[src/rtl/amm_pkg.sv]
package amm_pkg;
   typedef struct packed {
      logic coarse;
      logic wake;
      logic ack;
      logic sel;
   } amm_result_t;

   localparam amm_result_t AMM_RESULT_IDLE = '{coarse: 1'b0, wake: 1'b0, ack: 1'b0, sel: 1'b0};
endpackage

[src/rtl/amm_cfg.sv]
module amm_cfg #(
   parameter int ADDR_W = 7
) (
   input  logic              clk,
   input  logic              rst_n,
   input  logic              we,
   input  logic [ADDR_W-1:0] prim_in,
   input  logic [ADDR_W-1:0] sec_in,
   input  logic              sec_en_in,
   input  logic              wake_en_in,
   output logic [ADDR_W-1:0] prim,
   output logic [ADDR_W-1:0] sec,
   output logic              sec_en,
   output logic              wake_en,
   output logic [ADDR_W-1:0] mask
);
   logic [ADDR_W-1:0] mask_next;

   // mask bit is significant when the two addresses agree, or when only one address is active
   for (genvar gi = 0; gi < ADDR_W; gi++) begin : g_mask_bit
      assign mask_next[gi] = ~sec_en_in | ~(prim_in[gi] ^ sec_in[gi]);
   end

   always_ff @(posedge clk) begin
      if (!rst_n) begin
         prim    <= '0;
         sec     <= '0;
         sec_en  <= 1'b0;
         wake_en <= 1'b0;
         mask    <= '1;
      end else if (we) begin
         prim    <= prim_in;
         sec     <= sec_in;
         sec_en  <= sec_en_in;
         wake_en <= wake_en_in;
         mask    <= mask_next;
      end
   end

   // single-address mode keeps every bit significant
   a_r4_mask_full: assert property (@(posedge clk) disable iff (!rst_n)
      !sec_en |-> (&mask));
   // nothing moves without a write
   a_r9_cfg_hold: assert property (@(posedge clk) disable iff (!rst_n)
      !we |=> ($stable(mask) && $stable(prim) && $stable(sec)));
endmodule

[src/rtl/amm_coarse.sv]
module amm_coarse #(
   parameter int ADDR_W = 7
) (
   input  logic [ADDR_W-1:0] addr,
   input  logic [ADDR_W-1:0] prim,
   input  logic [ADDR_W-1:0] mask,
   output logic              hit
);
   logic [ADDR_W-1:0] bit_miss;

   for (genvar gi = 0; gi < ADDR_W; gi++) begin : g_cmp
      assign bit_miss[gi] = (addr[gi] ^ prim[gi]) & mask[gi];
   end

   // general call (all zeros) is never claimed
   assign hit = (|addr) & ~(|bit_miss);
endmodule

[src/rtl/amm_fine.sv]
module amm_fine #(
   parameter int ADDR_W = 7
) (
   input  logic [ADDR_W-1:0] addr,
   input  logic [ADDR_W-1:0] prim,
   input  logic [ADDR_W-1:0] sec,
   input  logic              sec_en,
   output logic              ack,
   output logic              sel
);
   localparam int N_SLOT = 2;
   logic [ADDR_W-1:0] slot_addr [N_SLOT];
   logic [N_SLOT-1:0] slot_en;
   logic [N_SLOT-1:0] slot_eq;

   assign slot_addr[0] = prim;
   assign slot_addr[1] = sec;
   assign slot_en      = {sec_en, 1'b1};

   for (genvar gs = 0; gs < N_SLOT; gs++) begin : g_slot
      assign slot_eq[gs] = slot_en[gs] & (addr == slot_addr[gs]) & (|addr);
   end

   assign ack = |slot_eq;
   // primary has priority when both slots hold the same address
   assign sel = ~slot_eq[0] & slot_eq[1];
endmodule

[src/rtl/dual_addr_match.sv]
module dual_addr_match #(
   parameter int ADDR_W = 7
) (
   input  logic              clk,
   input  logic              rst_n,
   input  logic              cfg_we,
   input  logic [ADDR_W-1:0] cfg_prim,
   input  logic [ADDR_W-1:0] cfg_sec,
   input  logic              cfg_sec_en,
   input  logic              cfg_wake_en,
   input  logic [ADDR_W-1:0] addr_in,
   input  logic              addr_vld,
   output logic              res_vld,
   output logic              coarse_hit,
   output logic              wake_req,
   output logic              ack,
   output logic              addr_sel
);
   import amm_pkg::*;

   if (ADDR_W < 2 || ADDR_W > 10) begin : g_bad_width
      $error("dual_addr_match: ADDR_W must be in 2..10");
   end

   logic [ADDR_W-1:0] prim_q, sec_q, mask_q;
   logic              sec_en_q, wake_en_q;
   logic              hit_c, ack_c, sel_c;
   amm_result_t       res_d, res_q;
   logic              vld_q;

   amm_cfg #(.ADDR_W(ADDR_W)) u_cfg (
      .clk(clk), .rst_n(rst_n), .we(cfg_we),
      .prim_in(cfg_prim), .sec_in(cfg_sec),
      .sec_en_in(cfg_sec_en), .wake_en_in(cfg_wake_en),
      .prim(prim_q), .sec(sec_q), .sec_en(sec_en_q),
      .wake_en(wake_en_q), .mask(mask_q)
   );

   amm_coarse #(.ADDR_W(ADDR_W)) u_coarse (
      .addr(addr_in), .prim(prim_q), .mask(mask_q), .hit(hit_c)
   );

   amm_fine #(.ADDR_W(ADDR_W)) u_fine (
      .addr(addr_in), .prim(prim_q), .sec(sec_q), .sec_en(sec_en_q),
      .ack(ack_c), .sel(sel_c)
   );

   always_comb begin
      res_d        = AMM_RESULT_IDLE;
      if (addr_vld) begin
         res_d.coarse = hit_c;
         res_d.wake   = hit_c & wake_en_q;
         res_d.ack    = ack_c;
         res_d.sel    = sel_c;
      end
   end

   always_ff @(posedge clk) begin
      if (!rst_n) begin
         res_q <= AMM_RESULT_IDLE;
         vld_q <= 1'b0;
      end else begin
         res_q <= res_d;
         vld_q <= addr_vld;
      end
   end

   assign res_vld    = vld_q;
   assign coarse_hit = res_q.coarse;
   assign wake_req   = res_q.wake;
   assign ack        = res_q.ack;
   assign addr_sel   = res_q.sel;

   // result exactly one cycle after the strobe, silent otherwise
   a_r2_one_cycle: assert property (@(posedge clk) disable iff (!rst_n)
      addr_vld |=> res_vld);
   a_r2_quiet: assert property (@(posedge clk) disable iff (!rst_n)
      !res_vld |-> !(coarse_hit || wake_req || ack || addr_sel));
   // exact stage only narrows the coarse stage
   a_r6_fine_in_coarse: assert property (@(posedge clk) disable iff (!rst_n)
      ack |-> coarse_hit);
   // secondary select implies ACK
   a_r3_sel_acked: assert property (@(posedge clk) disable iff (!rst_n)
      addr_sel |-> ack);
   // wake only on coarse hit
   a_r7_wake_coarse: assert property (@(posedge clk) disable iff (!rst_n)
      wake_req |-> coarse_hit);
   // general call is never claimed
   a_r8_gen_call: assert property (@(posedge clk) disable iff (!rst_n)
      (addr_vld && addr_in == '0) |=> !(coarse_hit || ack));
endmodule

[config.mk]
export PLATFORM = sky130hd
export DESIGN_NAME = dual_addr_match
export DESIGN_NICKNAME = d
export VERILOG_FILES = /design/src/rtl/amm_pkg.sv /design/src/rtl/amm_cfg.sv /design/src/rtl/amm_coarse.sv /design/src/rtl/amm_fine.sv /design/src/rtl/dual_addr_match.sv
export SDC_FILE = /design/constraint.sdc
export NUM_CORES = 1
export LEC_CHECK = 0
export BUFFER_PORTS_ARGS = -buffer_cell sky130_fd_sc_hd__buf_2
export CAP_MARGIN = 20
export CORE_MARGIN = 2
export CORE_UTILIZATION = 35
export CTS_CLUSTER_DIAMETER = 200
export DETAILED_ROUTE_END_ITERATION = 16
export PLACE_DENSITY = 0.65
export SYNTH_ARGS = -nofsm -noshare
export SYNTH_HDL_FRONTEND = slang
export SYNTH_HIERARCHICAL = 1
export SYNTH_SLANG_ARGS = --single-unit
export TNS_END_PERCENT = 100
[constraint.sdc]
create_clock -name clk -period 2.2 [get_ports clk]
set_clock_uncertainty 0.05 [all_clocks]
set_input_delay 0.22 -clock clk [delete_from_list [all_inputs] [get_ports clk]]
set_output_delay 0.22 -clock clk [all_outputs]
set_load 0.01 [all_outputs]
# Yosys cells after proc, flatten, opt, wreduce, memory -nomap -nowiden

Cells that the tools add are included.
Widths: inputs -> output; s select.

Output and inout bits: 5
Bits in read-only memories: 0
Bits in latches: 0
Memories: 0
Memory bits (writable): 0
Bits in registers: 28
Bits of input ports: 27

Multiplexer cells: 0
Shift operators: 0
Order comparisons: 0
Bitwise operators: 44
Multiply operators: 0
Reductions and logical operators: 4
Add/sub/neg operators: 0
Eq/ne operators: 2
Div/mod/pow operators: 0

Operators with widths:

| cell             | count |
|---|---|
| $eq 7x7->1       | 2 |
| $reduce_or 7->1  | 2 |
| $xor 1x1->1      | 14 |
| $and 1x1->1      | 13 |
| $not 1->1        | 10 |
| $or 1x1->1       | 7 |
| $reduce_and 2->1 | 1 |
| $reduce_or 2->1  | 1 |

# Depth between registers and ports, before layout

Word-level depth: 6
Gate-level depth with buffers: 5
Gate-level depth less buffers: 5

# Cells and area by module

Netlist, hierarchy kept.

Modules (own cells, without submodules):

| module          | cells each | area each (um2) | instances |
|---|---|---|---|
| amm_cfg         | 83         | 969.7           | 1 |
| amm_fine        | 25         | 190.2           | 1 |
| dual_addr_match | 10         | 138.9           | 1 |
| amm_coarse      | 14         | 117.6           | 1 |

# Least setup slack after synthesis

OpenSTA, ideal clock, no wires.

Path type: register to register
Start: register u_cfg.prim[4]
End: register res_q, in the netlist wake_req
Path slack: 0.936 ns
Arrival: 1.153 ns
Library setup time: 0.061 ns
Cell stages (with the launch flop): 6
Cell sequence: dfxtp_1 xor2_1 a22o_1 a221oi_2 and3_1 and4_1

Longest elaborated chain between the ends: 6

Ends and longest elaborated chain:

| what                     | line                  | source |
|---|---|---|
| start: declaration       | amm_cfg.sv:11         | `output logic [ADDR_W-1:0] prim,` |
| start signal: assignment | amm_cfg.sv:32         | `prim <= prim_in;` |
| $xor 1x1->1              | amm_coarse.sv:12      | `assign bit_miss[gi] = (addr[gi] ^ prim[gi]) & mask[gi];` |
| $and 1x1->1              | amm_coarse.sv:12      |  |
| $reduce_or 7->1          | amm_coarse.sv:16      | `assign hit = (\|addr) & ~(\|bit_miss);` |
| $not 1->1                | amm_coarse.sv:16      |  |
| $and 1x1->1              | amm_coarse.sv:16      |  |
| net hit_c                | dual_addr_match.sv:27 | `logic hit_c, ack_c, sel_c;` |
| $and 1x1->1              | dual_addr_match.sv:52 | `res_d.wake = hit_c & wake_en_q;` |
| end signal: assignment   | dual_addr_match.sv:63 | `res_q <= res_d;` |
| end: declaration         | dual_addr_match.sv:28 | `amm_result_t res_d, res_q;` |

The timed path passes the listed nets, and every way through them passes these cells.
A chain may end at the register's enable or synchronous reset.

# Final worst setup path

Start: register u_cfg.prim[1]
End: register res_q, in the netlist addr_sel

Longest elaborated chain between the ends: 4

Ends and longest elaborated chain:

| what        | line                  | source |
|---|---|---|
| $eq 7x7->1  | amm_fine.sv:21        | `assign slot_eq[gs] = slot_en[gs] & (addr == slot_addr[gs]) & (\|addr);` |
| $and 1x1->1 | amm_fine.sv:21        |  |
| $not 1->1   | amm_fine.sv:26        | `assign sel = ~slot_eq[0] & slot_eq[1];` |
| $and 1x1->1 | amm_fine.sv:26        |  |
| net sel_c   | dual_addr_match.sv:27 |  |

The timed path passes the listed nets, and every way through them passes these cells.

==> impl_metrics.tcl <==
set metrics [dict create \
    die_w_um 67.6 \
    n_antenna_cell 0 \
    path_max_fanout 3 \
    core_area_sq_um 3940 \
    final_cell_mix "31 x buf_2, 28 x dfxtp_1, 25 x xor2_1, 17 x nor2b_1, 16 x mux2i_1" \
    finalCritPeriodShare_pct 63.8 \
    peakVddDrop_uv 271 \
    met2_length_mm 1.45 \
    wl_met1_mm 1.25 \
    antenna_left 0 \
    pre_cts_ws_ps 776 \
    final_hold_viol_count 0 \
    crit_path_cell_trace "xor2_1 -> nor4_1 -> nand3_1 -> nor2b_1 -> and3_2" \
    relSlewSlack_pct 69.2 \
    num_rows 23 \
    final-setup-viol-count 0 \
    cts.clk_slew.worst_paths_ps 90 \
    worst-setup-path-type "flop to flop" \
    gp_congestion 0.916 \
    synth_warnings 6 \
    drc 0 \
    die_h_um 67.6 \
    dp_hpwl_mm 2.22 \
    drv_cap 0 \
    synth.area.top_cells "dfxtp_1 40%, xor2_1 15%, mux2i_1 11%" \
    cts_max_level 1 \
    critical-path-max-stage-delay_ps 360 \
    syn_to_final_growth_pct 14.4 \
    drt_pre_antenna_iters 4 \
    top_layer_used "met4" \
    tritoncts "done" \
    cts_made_buffers 3 \
    syn_area_per_cell_sq_um 10.7 \
    cellLeakagePower_nw 0.728 \
    totalWireLength_mm 2.79 \
    postCtsSetupRepairBufs 0 \
    worstPathArrival_ps 1520 \
    grt_pass1_wl_mm 4.66 \
    cp_top_family "simple AND/OR/NAND/NOR gates" \
    nFillCells 384 \
    layout_commonest_cell "buf_2" \
    yosysSeqAreaShare_pct 39.6 \
    tightest_slew_ps 463 \
    nets 190 \
    hold_slack_ps 166 \
    cts_root_buf "clkbuf_8" \
    finish.utilization_pct 41.1 \
    start_util_pct 35.9 \
    synth_cell_types 24 \
    pin_count 32 \
    drv_slew 0 \
    syn-cell-area_sq_um 1420 \
    met3_length_um 64 \
    synth-seq-cells 28 \
    cts.sinks 28 \
    grt_use_total_pct 13.5 \
    min_path_type "primary input to flop" \
    dr_total_vias 1020 \
    viasPerCell 4.83 \
    postCtsResizedCells 0 \
    crit_required_ps 2320 \
    hold_buffers 0 \
    finalCriticalPeriod_ps 1400 \
    die_area_sq_um 4570 \
    grt-ovfl-total 0 \
    fmax_ghz 0.713 \
    crit_buf_inv 0 \
    seq_area_sq_um 561 \
    yosysTopAreaCellShare_pct 39.6 \
    wl_per_cell_um 13.2 \
    setup_ws_ps 797 \
    clock_path_buffers 2 \
    grt_pass1_vias 1048 \
    status "complete, no violations" \
    grt_start_max_net_pins 30 \
    endpoint_kind "flop" \
    antenna_found_initial 0 \
    synthCells 132 \
    yosys.area.top_type "dfxtp_1" \
    powerDensity_nw_per_um2 606 \
    synth_nets 159 \
    drt_first_iter_violations 21 \
    tns_ps 0 \
    clk_latency_ps 260 \
    drive_gt1_share_pct 30.4 \
    rsz0062_at_grt "no" \
    multi_input_area_sq_um 793 \
    numPortBuffers 31 \
    slowest_stage "dfxtp_1" \
    start_kind "flop" \
]
==> stage by stage <==
stage / std cells / total power, mW / instance area [sq um]
2_1_floorplan: 132 / 0.670 / 1420
3_3_place_gp: 208 / 0.719 / 1580
3_5_place_dp: 208 / 0.725 / 1580
4_1_cts: 211 / 0.985 / 1620
5_1_grt: 211 / 1.02 / 1620
6_report: 211 / 0.982 / 1620
==> Yosys cell counts, drive strengths merged <==
master,n
a22oi,9
mux2i,16
nor2,7
nor4,4
a221oi,1
clkbuf,1
nand2,2
xor2,25
nor2b,17
nand3,2
and2,1
xnor2,3
and3,5
a22o,1
buf,5
nor3,3
dfxtp,28
and4,2
==> registers in the layout, summed over array words and instances (netlist names) <==
register,count
u_cfg/mask,7
addr_sel,1
res_vld,1
ack,1
u_cfg/prim,7
u_cfg/sec,7
wake_req,1
coarse_hit,1
u_cfg/sec_en,1
u_cfg/wake_en,1
==> layer usage <==
| metal | global-route usage (%) | vias up |
|---|---|---|
| li1 | - | 514 |
| met1 | 16.7 | 483 |
| met2 | 23.4 | 21 |
| met3 | 2.17 | 2 |
| met4 | 4.85 | 0 |
| met5 | 0 | - |
==> area by class of cell <==
cell class | count | share of cell area [%]
tap | 50 | 3.86
clock buffer | 3 | 2.55
multi-input combinational | 98 | 49.0
timing repair buffer | 32 | 10.0
sequential | 28 | 34.6
==> worst paths after layout <==
| kind | startpoint | to | slack [ps] | depth (start not counted) |
|---|---|---|---|---|
| worst min-delay path | addr_vld | res_vld | 170 | 2 |
| worst max register to register | u_cfg/prim[1] | addr_sel | 800 | 5 |
| worst max-delay path | u_cfg/prim[1] | addr_sel | 800 | 5 |
| worst min register to register | u_cfg/wake_en | wake_req | 450 | 1 |
==> power by group <==
part | switching [mW] | total [mW] | internal (mW)
clock network | 0.147 | 0.269 | 0.123
registers | 0.0193 | 0.551 | 0.531
logic | 0.0822 | 0.162 | 0.0795
==> cell families after synthesis <==
group / Yosys count / synth area share [%]
flops: 28 / 39.6
buf+inv: 6 / 4.42
mux: 16 / 11.3
xor+xnor: 28 / 17.3
simple gates: 43 / 18.5
compound gates: 11 / 8.92
Power figures use the tool's default switching activity.
